**src/rtl/addr_latch_pkg.sv**
```systemverilog
package addr_latch_pkg;

    typedef enum logic [1:0] {
        MODE_HOLD  = 2'd0,
        MODE_WRITE = 2'd1,
        MODE_CLEAR = 2'd2,
        MODE_DEMUX = 2'd3
    } latch_mode_e;

    typedef struct packed {
        latch_mode_e mode;
        logic        din;
    } cell_ctrl_t;

    function automatic latch_mode_e decode_mode(input logic clr_n, input logic wr_en_n);
        latch_mode_e m;
        case ({clr_n, wr_en_n})
            2'b11:   m = MODE_HOLD;
            2'b10:   m = MODE_WRITE;
            2'b01:   m = MODE_CLEAR;
            default: m = MODE_DEMUX;
        endcase
        return m;
    endfunction

    function automatic logic cell_next(input cell_ctrl_t c, input logic sel, input logic cur);
        logic n;
        case (c.mode)
            MODE_HOLD:  n = cur;
            MODE_WRITE: n = sel ? c.din : cur;
            MODE_CLEAR: n = 1'b0;
            default:    n = sel ? c.din : 1'b0;
        endcase
        return n;
    endfunction

endpackage

```
**src/rtl/addr_latch_mode_dec.sv**
```systemverilog
module addr_latch_mode_dec
    import addr_latch_pkg::*;
(
    input  logic       clr_n,
    input  logic       wr_en_n,
    input  logic       din,
    output cell_ctrl_t ctrl
);
    always_comb begin
        ctrl.mode = decode_mode(clr_n, wr_en_n);
        ctrl.din  = din;
    end
endmodule

```
**src/rtl/addr_latch_sel_dec.sv**
```systemverilog
module addr_latch_sel_dec #(
    parameter int ADDR_W = 3,
    localparam int NBITS = 1 << ADDR_W
) (
    input  logic [ADDR_W-1:0] addr,
    output logic [NBITS-1:0]  sel
);
    for (genvar i = 0; i < NBITS; i++) begin : g_sel
        assign sel[i] = (addr == ADDR_W'(i));
    end
endmodule

```
**src/rtl/addr_latch_cell.sv**
```systemverilog
module addr_latch_cell
    import addr_latch_pkg::*;
(
    input  logic       clk,
    input  logic       rst,
    input  cell_ctrl_t ctrl,
    input  logic       sel,
    output logic       q
);
    always_ff @(posedge clk) begin
        if (rst) q <= 1'b0;
        else     q <= cell_next(ctrl, sel, q);
    end
endmodule

```
**src/rtl/addr_latch.sv**
```systemverilog
module addr_latch
    import addr_latch_pkg::*;
#(
    parameter int ADDR_W = 3,
    localparam int NBITS = 1 << ADDR_W
) (
    input  logic              clk,
    input  logic              rst,
    input  logic [ADDR_W-1:0] addr,
    input  logic              din,
    input  logic              wr_en_n,
    input  logic              clr_n,
    output logic [NBITS-1:0]  q
);
    cell_ctrl_t       ctrl;
    logic [NBITS-1:0] sel;

    addr_latch_mode_dec u_mode (
        .clr_n   (clr_n),
        .wr_en_n (wr_en_n),
        .din     (din),
        .ctrl    (ctrl)
    );

    addr_latch_sel_dec #(.ADDR_W(ADDR_W)) u_sel (
        .addr (addr),
        .sel  (sel)
    );

    for (genvar i = 0; i < NBITS; i++) begin : g_cell
        addr_latch_cell u_cell (
            .clk  (clk),
            .rst  (rst),
            .ctrl (ctrl),
            .sel  (sel[i]),
            .q    (q[i])
        );
    end
endmodule

```
**config.mk**
```make
export PLATFORM = sky130hd
export DESIGN_NAME = addr_latch
export DESIGN_NICKNAME = d
export VERILOG_FILES = /design/src/rtl/addr_latch_pkg.sv /design/src/rtl/addr_latch_mode_dec.sv /design/src/rtl/addr_latch_sel_dec.sv /design/src/rtl/addr_latch_cell.sv /design/src/rtl/addr_latch.sv
export SDC_FILE = /design/constraint.sdc
export NUM_CORES = 1
export LEC_CHECK = 0
export BUFFER_PORTS_ARGS = -buffer_cell sky130_fd_sc_hd__buf_4
export CAP_MARGIN = 20
export CORE_MARGIN = 3
export CORE_UTILIZATION = 55
export CTS_BUF_LIST = sky130_fd_sc_hd__clkbuf_2 sky130_fd_sc_hd__clkbuf_4 sky130_fd_sc_hd__clkbuf_8
export DETAILED_ROUTE_END_ITERATION = 7
export HOLD_SLACK_MARGIN = 0.02
export PLACE_DENSITY_LB_ADDON = 0.3
export SLEW_MARGIN = 15
export SYNTH_ARGS = -nofsm -noshare
export SYNTH_HDL_FRONTEND = slang
export SYNTH_HIERARCHICAL = 1
export SYNTH_SLANG_ARGS = --single-unit
```
**constraint.sdc**
```tcl
create_clock -name clk -period 3.54 [get_ports clk]
set_input_delay 0.177 -clock clk [delete_from_list [all_inputs] [get_ports clk]]
set_output_delay 0.177 -clock clk [all_outputs]
set_load 0.02 [all_outputs]
```
==> results.md <==
- Port buffer count: 15
- Ant diodes: 0
- Critical path launch point: wr_en_n
- Antenna violations before repair: 0
- Sw Ratio: a little over 30%
- Crit Path Class: in2reg
- Fillers: ~110
- Setup ws final: around 2300 ps
- Largest regs: g_cell.u_cell/q (8)
- GRT Total Usage: 18.2%
- Die Height: 45.6 microns
- Max reg flops: 8
- CP Depth: 7
- Clock Power Share: 31.5%
- Reg2reg setup slack: 2890 ps
- Reg2reg start: g_cell[0].u_cell/q
- Startpoint class of the critical path: input port
- Total CTS buffers: 3
- Most frequent CP cell: inv_1
- Layout cells sized above 1: roughly a third
- Post-Syn Instances: 91
- Latest clock arrival within the worst-skew pair: approximately 260 ps
- Routed len/inst: roughly 12 microns
- Crit-path max FO: 16
- First-pass GRT wire length: about 2.7 mm
- CP Buf/Inv Count: 4
- Leakage Power: 0.522 nW
- # setup viols final: 0
- Vias in the first global route: about 660
- Final Max Tran Viols: 0
- Initial drt markers: 3
- Placed cell areas: 985 sq um
- Arrival time worst endpoint: 1430 ps
- Clock tree sinks: 8
- CP Capture Point: g_cell[4].u_cell/q
- Minimum clock period after layout: 1280 ps
- Gpl congestion: 0.746
- Setup crit end kind: register
- Number of cell rows: 13
- Largest net degree at the start of global routing: 17
- Avg Inst Size Synth: around 9.5 sq um
- VDD IR-drop max: about 160 uV
- Worst path slowest cell: inv_1
- Fin area: 0.00101 sq mm
- CTS root buffer: clkbuf_4
- Number of iterations in the first detailed-routing pass: 4
- IO Pins: 16
- Dpl ws: between 1500 and 2000 ps
- Max Root-Sink Buffers: 2
- FF+latch count, synth: 8
- Sum Neg Setup Slack: 0 ps
- Status: finished clean
- Sequential share of power: 40.0%
- Worst clock skew: 0 ps
- Vias: roughly 640
- Yosys warns: 6
- Synth-to-Final Area Change: 17.0%
- RSZ-0062 raised after global routing: false
- Cell Pwr Density: roughly 230 mW/mm^2
- Remaining Overflow, GRT: 0
- Period Utilization, post-route: 36.2%
- Reg-to-reg endpoint: g_cell[0].u_cell/q
- Worst Reg-to-Reg Cells: 2
- Seq/Total Area, Yosys: 18.6%
- Drt total wl: 1.47 mm
- Finished Core Util: 72.9%
- ANT nets after route: 0
- CTS clock-pin slew for the worst setup and hold paths: 50 ps
- Initial cell density of the core: between 60% and 70%
- Max-cap viol count: 0
- P_int: between 0.00015 and 0.0002 W
- Postcts setup bufs: 0
- Slew @ Worst Pin: 465 ps
- Hpwl dp: 1.21 mm
- Die W: about 46 microns
- CP cell instances: buf_4 > inv_1 > inv_1 > ha_1 > inv_1 > a211oi_1 > nor3_2
- CTS tree: done
- Placeable Area: 0.00138 sq mm
- Final nets: between 100 and 150
- Max frequency: 780 MHz
- Final hold vios: 0
- Vias per Instance: 5.22
- # hold bufs at CTS: 0
- CP required: around 3700 ps
- Die area: 0.00208 sq mm
- Syn_nets: 115
- Max incr delay on CP: 340 ps
- Worst hold path class: in2reg
- Synth Cell Area: 861 sq um
- CP top delay family: buffers and inverters
- Sw power: between 0.00007 and 0.00008 W
- Comb pwr share: between 20% and 30%
- Cell variety after synth: 12
- DRC: 0
- H-tree levels: 1
- Hold slack final: 194 ps
- Post-CTS resize count: 0
- Most flop-heavy register: g_cell.u_cell/q
- Slew margin rel.: 69.0%
cell usage after synthesis (all sizes together):
master	n	area share (%)
a211oi	8	7.0
and3	1	0.87
and3b	3	3.5
buf	1	0.87
dfxtp	8	19
ha	16	23
inv	26	11
mux2i	8	9.3
nor2b	8	13
nor3	9	9.9
nor3b	3	2.6
worst min-delay path by stage:
stage,from,endpoint,slack [ps],cells past startpoint
6_report,rst,g_cell[3].u_cell/q,190,2
5_1_grt,rst,g_cell[3].u_cell/q,200,2
4_1_cts,rst,g_cell[3].u_cell/q,190,2
3_5_place_dp,rst,g_cell[3].u_cell/q,470,2
3_3_place_gp,rst,g_cell[3].u_cell/q,470,2
2_1_floorplan,rst,g_cell[0].u_cell/q,250,1
power by group through the flow:
stage	Sequential, W	Combinational [W]	Clock [W]
detailed placement	0.0000937	0.0000663	0
floorplan	0.0000951	0.0000454	0
CTS	0.0000918	0.0000664	0.0000765
global placement	0.0000937	0.0000627	0
finish	0.0000918	0.0000656	0.0000722
global route	0.0000918	0.0000756	0.0000815
metal layers:
metal  wire (microns)  global-route usage (%)  vias to the layer above
li1                 -                       -                      330
met1              570                    17.7                      289
met2              773                    32.0                       16
met3               70                    5.93                        7
met4               54                    12.3                        0
met5                0                       0                        -
cells by family (layout without fill, tap and decap cells):
kind of cell	count (synthesis)	count (layout)	synth area share, %
adders and majority gates	16	16	23.3
DFF	8	8	18.6
and+or+nand+nor	24	24	29.7
buffers and inverters	27	44	12.2
muxes	8	8	9.30
AOI/OAI and AO/OA	8	8	6.98
layout make-up:
type / count / area [sq um] / area share [%]
multi-input cells: 56 / 596 / 59.1
inverters: 26 / 97.6 / 9.69
well taps: 15 / 18.8 / 1.86
flip-flops and latches: 8 / 160 / 15.9
clock buffers: 3 / 22.5 / 2.24
repair buffers: 15 / 113 / 11.2
placed cells by master, fill, tap and decap left out:
cell type	netlist	routed
buf_4	1	15
nor3_1	1	1
and3b_2	3	3
a211oi_1	8	8
nor3b_1	3	3
ha_1	16	16
mux2i_1	8	8
nor3_2	8	8
and3_2	1	1
dfxtp_1	8	8
nor2b_4	8	8
inv_1	26	26
clkbuf_4	0	3
per-stage QoR:
| stage | total power, W | std cells |
|---|---|---|
| finish | 0.000230 | 123 |
| global route | 0.000249 | 123 |
| CTS | 0.000235 | 123 |
| detailed placement | 0.000160 | 120 |
| global placement | 0.000156 | 120 |
| floorplan | 0.000140 | 91 |
Power figures use the tool's default switching activity.
